$ cat src/rtl/wdt_pkg.sv
package wdt_pkg;
  localparam int DATA_W = 16;
  localparam int ADDR_W = 3;

  localparam logic [ADDR_W-1:0] A_LOCK  = 3'd0;
  localparam logic [ADDR_W-1:0] A_CTRL  = 3'd1;
  localparam logic [ADDR_W-1:0] A_MATCH = 3'd2;
  localparam logic [ADDR_W-1:0] A_IGN   = 3'd3;
  localparam logic [ADDR_W-1:0] A_IRQ   = 3'd4;
  localparam logic [ADDR_W-1:0] A_CNT   = 3'd5;

  localparam int CB_EN   = 0;
  localparam int CB_DIS  = 1;
  localparam int CB_KICK = 2;
  localparam int CB_ZERO = 3;

  localparam int IB_CLR  = 0;
  localparam int IB_MASK = 1;

  localparam logic [DATA_W-1:0] KEY_FIRST  = 16'h3C96;
  localparam logic [DATA_W-1:0] KEY_SECOND = 16'hC369;

  typedef enum logic [1:0] {
    LK_SHUT = 2'd0,
    LK_HALF = 2'd1,
    LK_OPEN = 2'd2
  } lock_state_e;
endpackage

$ cat src/rtl/wdt_lock.sv
module wdt_lock
  import wdt_pkg::*;
(
  input  logic              clk_i,
  input  logic              rst_ni,
  input  logic              wr_i,
  input  logic [DATA_W-1:0] key_i,
  output logic              open_o
);
  lock_state_e state_q, state_d;

  always_comb begin
    state_d = state_q;
    if (wr_i) begin
      if (key_i == KEY_FIRST)                              state_d = LK_HALF;
      else if (key_i == KEY_SECOND && state_q == LK_HALF)  state_d = LK_OPEN;
      else                                                 state_d = LK_SHUT;
    end
  end

  always_ff @(posedge clk_i or negedge rst_ni) begin
    if (!rst_ni) state_q <= LK_SHUT;
    else         state_q <= state_d;
  end

  assign open_o = (state_q == LK_OPEN);


  open_needs_key_chk: assert property (@(posedge clk_i) disable iff (!rst_ni)
    $rose(open_o) |-> $past(wr_i && key_i == KEY_SECOND));


  foreign_write_shuts_chk: assert property (@(posedge clk_i) disable iff (!rst_ni)
    (wr_i && key_i != KEY_FIRST && key_i != KEY_SECOND) |=> !open_o);
endmodule

$ cat src/rtl/wdt_tick_cmp.sv
module wdt_tick_cmp #(
  parameter int CNT_W = 16,
  parameter int IGN_W = 4
) (
  input  logic             clk_i,
  input  logic             rst_ni,
  input  logic             run_i,
  input  logic             zero_req_i,
  input  logic [IGN_W-1:0] ign_i,
  input  logic [CNT_W-1:0] match_i,
  output logic [CNT_W-1:0] cnt_o,
  output logic             hit_o
);
  logic [CNT_W-1:0] cnt_q;
  logic             zero_pend_q;
  logic             eq, eq_q;
  logic [CNT_W-1:0] cmp_mask;

  // counter reset lands one edge after the request
  always_ff @(posedge clk_i or negedge rst_ni) begin
    if (!rst_ni) begin
      cnt_q       <= '0;
      zero_pend_q <= 1'b0;
    end else begin
      zero_pend_q <= zero_req_i;
      if (zero_pend_q) cnt_q <= '0;
      else if (run_i)  cnt_q <= cnt_q + 1'b1;
    end
  end

  assign cmp_mask = {CNT_W{1'b1}} >> ign_i;
  assign eq       = ((cnt_q ^ match_i) & cmp_mask) == '0;

  always_ff @(posedge clk_i or negedge rst_ni) begin
    if (!rst_ni) eq_q <= 1'b1;
    else         eq_q <= eq;
  end

  assign hit_o = run_i && eq && !eq_q;
  assign cnt_o = cnt_q;


  held_when_off_chk: assert property (@(posedge clk_i) disable iff (!rst_ni)
    (!run_i && !zero_pend_q) |=> $stable(cnt_q));


  step_when_on_chk: assert property (@(posedge clk_i) disable iff (!rst_ni)
    (run_i && !zero_pend_q) |=> cnt_q == $past(cnt_q) + 1'b1);


  hit_single_chk: assert property (@(posedge clk_i) disable iff (!rst_ni)
    hit_o |=> !hit_o);


  zero_late_chk: assert property (@(posedge clk_i) disable iff (!rst_ni)
    zero_req_i |=> ##1 cnt_q == '0);
endmodule

$ cat src/rtl/wdt_escalate.sv
module wdt_escalate #(
  parameter int STAGES = 3
) (
  input  logic clk_i,
  input  logic rst_ni,
  input  logic run_i,
  input  logic hit_i,
  input  logic lowpwr_i,
  input  logic kick_i,
  input  logic irq_clr_i,
  input  logic irq_mask_i,
  output logic sys_rst_o,
  output logic irq_pend_o,
  output logic irq_o
);
  localparam int ESC_W = $clog2(STAGES);
  localparam logic [ESC_W-1:0] LAST = ESC_W'(STAGES - 1);

  logic [ESC_W-1:0] esc_q;
  logic             fire;
  logic             rst_q, pend_q;

  assign fire = run_i && hit_i && !kick_i && (lowpwr_i || esc_q == LAST);

  always_ff @(posedge clk_i or negedge rst_ni) begin
    if (!rst_ni) begin
      esc_q <= '0;
      rst_q <= 1'b0;
    end else begin
      rst_q <= fire;
      if (!run_i || kick_i || fire) esc_q <= '0;
      else if (hit_i)               esc_q <= esc_q + 1'b1;
    end
  end

  // a new match wins over a clear in the same cycle
  always_ff @(posedge clk_i or negedge rst_ni) begin
    if (!rst_ni)        pend_q <= 1'b0;
    else if (hit_i)     pend_q <= 1'b1;
    else if (irq_clr_i) pend_q <= 1'b0;
  end

  assign sys_rst_o  = rst_q;
  assign irq_pend_o = pend_q;
  assign irq_o      = pend_q && !irq_mask_i;


  esc_bound_chk: assert property (@(posedge clk_i) disable iff (!rst_ni)
    esc_q <= LAST);


  rst_one_cycle_chk: assert property (@(posedge clk_i) disable iff (!rst_ni)
    sys_rst_o |=> !sys_rst_o);


  lowpwr_first_chk: assert property (@(posedge clk_i) disable iff (!rst_ni)
    (run_i && hit_i && lowpwr_i && !kick_i) |=> sys_rst_o);


  kick_restart_chk: assert property (@(posedge clk_i) disable iff (!rst_ni)
    kick_i |=> esc_q == '0);


  irq_clear_chk: assert property (@(posedge clk_i) disable iff (!rst_ni)
    (irq_clr_i && !hit_i) |=> !irq_pend_o);


  off_clears_chk: assert property (@(posedge clk_i) disable iff (!rst_ni)
    !run_i |=> esc_q == '0 && !sys_rst_o);
endmodule

$ cat src/rtl/lp_watchdog.sv
module lp_watchdog
  import wdt_pkg::*;
#(
  parameter int CNT_W   = 16,
  parameter int MIN_CMP = 4,
  parameter int STAGES  = 3
) (
  input  logic              clk_i,
  input  logic              rst_ni,
  input  logic              lowpwr_i,
  input  logic              reg_we_i,
  input  logic [ADDR_W-1:0] reg_addr_i,
  input  logic [DATA_W-1:0] reg_wdata_i,
  output logic [DATA_W-1:0] reg_rdata_o,
  output logic              irq_o,
  output logic              sys_rst_o
);
  localparam int MAX_IGN = CNT_W - MIN_CMP;
  localparam int IGN_W   = $clog2(MAX_IGN + 1);

  logic             open;
  logic             en_q, mask_q;
  logic [CNT_W-1:0] match_q, cnt;
  logic [IGN_W-1:0] ign_q;
  logic             hit, irq_pend;
  logic             wr_lock, wr_ctrl, wr_match, wr_ign, wr_irq;
  logic             kick, zero_req, irq_clr;

  assign wr_lock  = reg_we_i && reg_addr_i == A_LOCK;
  assign wr_ctrl  = reg_we_i && reg_addr_i == A_CTRL  && open;
  assign wr_match = reg_we_i && reg_addr_i == A_MATCH && open;
  assign wr_ign   = reg_we_i && reg_addr_i == A_IGN   && open;
  assign wr_irq   = reg_we_i && reg_addr_i == A_IRQ;

  assign kick     = wr_ctrl && reg_wdata_i[CB_KICK];
  assign zero_req = wr_ctrl && reg_wdata_i[CB_ZERO];
  assign irq_clr  = wr_irq  && reg_wdata_i[IB_CLR];

  wdt_lock i_lock (
    .clk_i  (clk_i),
    .rst_ni (rst_ni),
    .wr_i   (wr_lock),
    .key_i  (reg_wdata_i),
    .open_o (open)
  );

  always_ff @(posedge clk_i or negedge rst_ni) begin
    if (!rst_ni) begin
      en_q    <= 1'b0;
      mask_q  <= 1'b0;
      match_q <= '0;
      ign_q   <= '0;
    end else begin
      if (wr_ctrl) begin
        if (reg_wdata_i[CB_DIS])     en_q <= 1'b0;
        else if (reg_wdata_i[CB_EN]) en_q <= 1'b1;
      end
      if (wr_match) match_q <= reg_wdata_i[CNT_W-1:0];
      if (wr_ign) begin
        if (reg_wdata_i > DATA_W'(MAX_IGN)) ign_q <= IGN_W'(MAX_IGN);
        else                                ign_q <= reg_wdata_i[IGN_W-1:0];
      end
      if (wr_irq) mask_q <= reg_wdata_i[IB_MASK];
    end
  end

  wdt_tick_cmp #(.CNT_W(CNT_W), .IGN_W(IGN_W)) i_cmp (
    .clk_i      (clk_i),
    .rst_ni     (rst_ni),
    .run_i      (en_q),
    .zero_req_i (zero_req),
    .ign_i      (ign_q),
    .match_i    (match_q),
    .cnt_o      (cnt),
    .hit_o      (hit)
  );

  wdt_escalate #(.STAGES(STAGES)) i_esc (
    .clk_i      (clk_i),
    .rst_ni     (rst_ni),
    .run_i      (en_q),
    .hit_i      (hit),
    .lowpwr_i   (lowpwr_i),
    .kick_i     (kick),
    .irq_clr_i  (irq_clr),
    .irq_mask_i (mask_q),
    .sys_rst_o  (sys_rst_o),
    .irq_pend_o (irq_pend),
    .irq_o      (irq_o)
  );

  always_comb begin
    reg_rdata_o = '0;
    case (reg_addr_i)
      A_LOCK:  reg_rdata_o[0] = open;
      A_CTRL:  reg_rdata_o[0] = en_q;
      A_MATCH: reg_rdata_o[CNT_W-1:0] = match_q;
      A_IGN:   reg_rdata_o[IGN_W-1:0] = ign_q;
      A_IRQ:   reg_rdata_o[1:0] = {mask_q, irq_pend};
      A_CNT:   reg_rdata_o[CNT_W-1:0] = cnt;
      default: reg_rdata_o = '0;
    endcase
  end


  locked_ctrl_chk: assert property (@(posedge clk_i) disable iff (!rst_ni)
    (reg_we_i && reg_addr_i == A_CTRL && !open) |=> $stable(en_q));


  locked_match_chk: assert property (@(posedge clk_i) disable iff (!rst_ni)
    (reg_we_i && reg_addr_i == A_MATCH && !open) |=> $stable(match_q));


  ign_clamp_chk: assert property (@(posedge clk_i) disable iff (!rst_ni)
    ign_q <= IGN_W'(MAX_IGN));
endmodule

$ cat config.mk
export PLATFORM = sky130hd
export DESIGN_NAME = lp_watchdog
export DESIGN_NICKNAME = d
export VERILOG_FILES = /design/src/rtl/wdt_pkg.sv /design/src/rtl/wdt_lock.sv /design/src/rtl/wdt_tick_cmp.sv /design/src/rtl/wdt_escalate.sv /design/src/rtl/lp_watchdog.sv
export SDC_FILE = /design/constraint.sdc
export NUM_CORES = 1
export LEC_CHECK = 0
export ABC_AREA = 1
export BUFFER_PORTS_ARGS = -buffer_cell sky130_fd_sc_hd__buf_2
export CAP_MARGIN = 20
export CORE_MARGIN = 1.5
export CORE_UTILIZATION = 52
export CTS_CLUSTER_SIZE = 20
export DETAILED_ROUTE_END_ITERATION = 8
export PLACE_DENSITY_LB_ADDON = 0.12
export SYNTH_ARGS = -nofsm -noshare
export SYNTH_HDL_FRONTEND = slang
export SYNTH_HIERARCHICAL = 1
export SYNTH_SLANG_ARGS = --single-unit
$ cat constraint.sdc
create_clock -name clk_i -period 1.75 [get_ports clk_i]
set_clock_uncertainty 0.15 [all_clocks]
set_input_delay 0.175 -clock clk_i [delete_from_list [all_inputs] [get_ports clk_i]]
set_output_delay 0.175 -clock clk_i [all_outputs]
set_load 0.01 [all_outputs]
==> impl_metrics.csv <==
group,metric,value,unit
outcome,status,"finished, violations left",
outcome,violations,"negative setup slack",
placed_design,dp_cells,565,
logic_synthesis,synth-seq-cells,46,
layout,area_growth_syn_to_layout,24.10,%
flow_run,cap_violations,0,
power_and_ir_drop,power.density,542.4,nW/um2
logic_synthesis,async_flop_share,1.000,
placed_design,place.detailed.hpwl,5719,um
timing,fin_crit_sh,1.040,
logic_synthesis,synth_edf_count,0,
clock_network,clock-sinks,46,
routing,viasPerCell,5.271,
timing,setup_viol,2,
layout,fin_nets,542,
clock_network,h-tree-depth,2,
logic_synthesis,yosysWarnings,6,
layout,fin_util,0.6746,
timing,drv_slew,0,
timing,fin_crit,1.821,ns
layout,num_antenna_cells,0,
critical_path,cp-start-kind,"flip-flop",
logic_synthesis,syn_area,3012,um2
floorplan,die_x,79.10,um
clock_network,cts_made_buffers,5,
timing,worst_pin_slew,0.5924,ns
logic_synthesis,synthFlopType,"dfrtp_1",
logic_synthesis,syn_avg_cell_area,6.892,um2
logic_synthesis,syn_nets,462,
logic_synthesis,synth_top_cells_by_area,"dfrtp_1, nand2_1, nor2_1, inv_1, nand3_1",
critical_path,crit_fanout,4,
critical_path,crit_type,"flip-flop to flip-flop",
routing,postRouteAntennaNets,0,
timing,fmax,549.2,MHz
timing,rsz0062_at_grt,"yes",
critical_path,critPathArrivalTime,1.92,ns
logic_synthesis,synth_top_area_frac,0.3739,
clock_network,cts_buffer_depth,2,
logic_synthesis,yosysMostFrequentCell,"nand2_1",
critical_path,cp.required,1.84,ns
routing,drc,0,
floorplan,fp.dieArea,6257,um2
power_and_ir_drop,leakage,2.022,nW
timing,setup_slack,-0.07079,ns
layout,drive_gt1_frac,0.2375,
clock_network,insertion_delay,0.30,ns
routing,wl,8042,um
timing,hold_violations,0,
worst_hold_path,hp-class,"input port to flip-flop",
clock_network,root_buffer,"clkbuf_8",
global_route,grt_usage,0.2635,
global_route,grt_max_degree,47,
routing,vias,3110,
global_route,antenna_found_initial,0,
routing,first_pass_iters,8,
floorplan,start_util,0.5436,
global_route,grt_pass1_wl,12840,um
power_and_ir_drop,vdd_drop_max,339.0,uV
logic_synthesis,yosys-top-cells-count,"nand2_1, nor2_1, inv_1, dfrtp_1, nand3_1",
clock_network,cts_tree,"built",
logic_synthesis,synth_seq_area_share,0.3826,
placed_design,portBuffers,40,
floorplan,die_h,79.10,um
global_route,grt_pass1_vias,2744,
logic_synthesis,synthCells,437,
logic_synthesis,synth.distinct_cells,35,
logic_synthesis,yosysTopAreaCell,"dfrtp_1",
routing,initialDrtViolationCount,239,
global_route,grt_overflow_total,0,
clock_network,clk_pin_slew,0.09,ns
routing,avgRoutedWirePerCell,13.63,um
floorplan,rows,27,
critical_path,end_kind,"flip-flop",
placed_design,gp_congestion,0.9698,
floorplan,core-area,5540,um2
timing,relSlewSlack,0.6051,
floorplan,num_io_pins,41,
layout,final_cells,590,
placed cells by master, fill, tap and decap left out, types with 8 or more instances in the layout:
cell type,instances
a21oi_1,16
nor2_2,9
dfrtp_2,8
nand2_1,140
a22o_1,12
nor2_1,56
inv_1,50
dlygate4sd3_1,8
buf_2,40
nand3_1,35
buf_4,31
o21ai_0,10
o21ai_1,9
dfrtp_1,37
what timing repair did:
| item | CTS | global route |
|---|---|---|
| cloned | 0 | 0 |
| gates resized for setup | 5 | 21 |
| endpoints found under the hold margin | 53 | 0 |
| pin swaps | 0 | 2 |
| endpoints found under the setup margin | 4 | 8 |
| hold buffers | 8 | 0 |
| setup buffers | 4 | 5 |
cell type report:
| cell class | instances | area, um2 |
|---|---|---|
| fillers | 496 | 1803 |
| multi-input cells | 326 | 1594 |
| flip-flops and latches | 46 | 1162 |
| repair buffers | 84 | 578.1 |
| inverters | 54 | 202.7 |
| well taps | 72 | 90.09 |
| clock buffers | 6 | 72.57 |
| clock inverters | 2 | 37.54 |
final timing paths:
kind                            slack, ns                       endpoint                     startpoint  cells past startpoint
max in group asynchronous            0.67         match_q[6]$_DFFE_PN0P_                         rst_ni                      3
worst min register to register       0.37  i_lock/state_q[1]$_DFFE_PN0P_  i_lock/state_q[1]$_DFFE_PN0P_                      2
worst min-delay path                0.003         match_q[6]$_DFFE_PN0P_                 reg_wdata_i[6]                      3
worst max register to register      -0.07     i_esc/esc_q[1]$_DFFE_PN0P_           ign_q[0]$_DFFE_PN0P_                     12
min in group asynchronous            0.35    i_cmp/cnt_o[13]$_DFFE_PN0P_                         rst_ni                      3
worst max-delay path                -0.07     i_esc/esc_q[1]$_DFFE_PN0P_           ign_q[0]$_DFFE_PN0P_                     12
cells by family (layout without fill, tap and decap cells):
group / after synthesis / in the layout / synth area share
buffers and inverters: 65 / 146 / 0.09971
flip-flops: 46 / 46 / 0.3826
XOR/XNOR: 6 / 6 / 0.01745
AO/OA/AOI/OAI: 50 / 50 / 0.1010
adder cells (fa/ha/maj): 2 / 2 / 0.008308
AND/OR/NAND/NOR: 268 / 268 / 0.3909
registers in the layout, summed over array words and instances, names as in the netlist:
register           flops
en_q                   1
i_cmp/cnt_o           16
i_cmp/eq_q             1
i_cmp/zero_pend_q      1
i_esc/esc_q            2
i_esc/irq_pend_o       1
i_esc/sys_rst_o        1
i_lock/state_q         2
ign_q                  4
mask_q                 1
match_q               16
layer usage:
metal | GRT usage | share of wire | vias up
met2 | 0.4325 | 0.47 | 113
met1 | 0.3670 | 0.45 | 1425
met5 | 0 | 0 | -
li1 | - | - | 1544
met3 | 0.04368 | 0.060 | 28
met4 | 0.05439 | 0.016 | 0
power breakdown:
| group | total (W) | switching [W] | internal [W] |
|---|---|---|---|
| sequential | 0.00108 | 0.00000546 | 0.00107 |
| combinational | 0.000158 | 0.0000989 | 0.0000591 |
| clock | 0.000794 | 0.000367 | 0.000426 |
worst max-delay path, stage by stage, from the launching register on:
cell and delay, ns:
dfrtp_2 0.43, buf_4 0.15, nand4_1 0.09, nand2_1 0.08, nand2_1 0.07, nor2_1 0.13
nand2_1 0.09, nor3_2 0.15, buf_4 0.16, inv_2 0.05, nor2_2 0.07, nand3_1 0.08
nand2_1 0.07
stage by stage:
| stage | worst slack, ns | hold WS (ns) | total power [W] | setup TNS, ns | cell area (um2) |
|---|---|---|---|---|---|
| 2_1_floorplan | 0.05007 | -0.2706 | 0.001160 | 0 | 3017 |
| 3_3_place_gp | 0.01510 | 0.1511 | 0.001240 | 0 | 3425 |
| 3_5_place_dp | -0.03598 | 0.1614 | 0.001242 | -0.04611 | 3425 |
| 4_1_cts | 0.004129 | 0.002206 | 0.002040 | 0 | 3652 |
| 5_1_grt | -0.1438 | 0.007732 | 0.002103 | -0.4616 | 3737 |
| 6_report | -0.07079 | 0.002669 | 0.002027 | -0.1223 | 3737 |
Note: power is estimated with default switching activity, not from simulation.
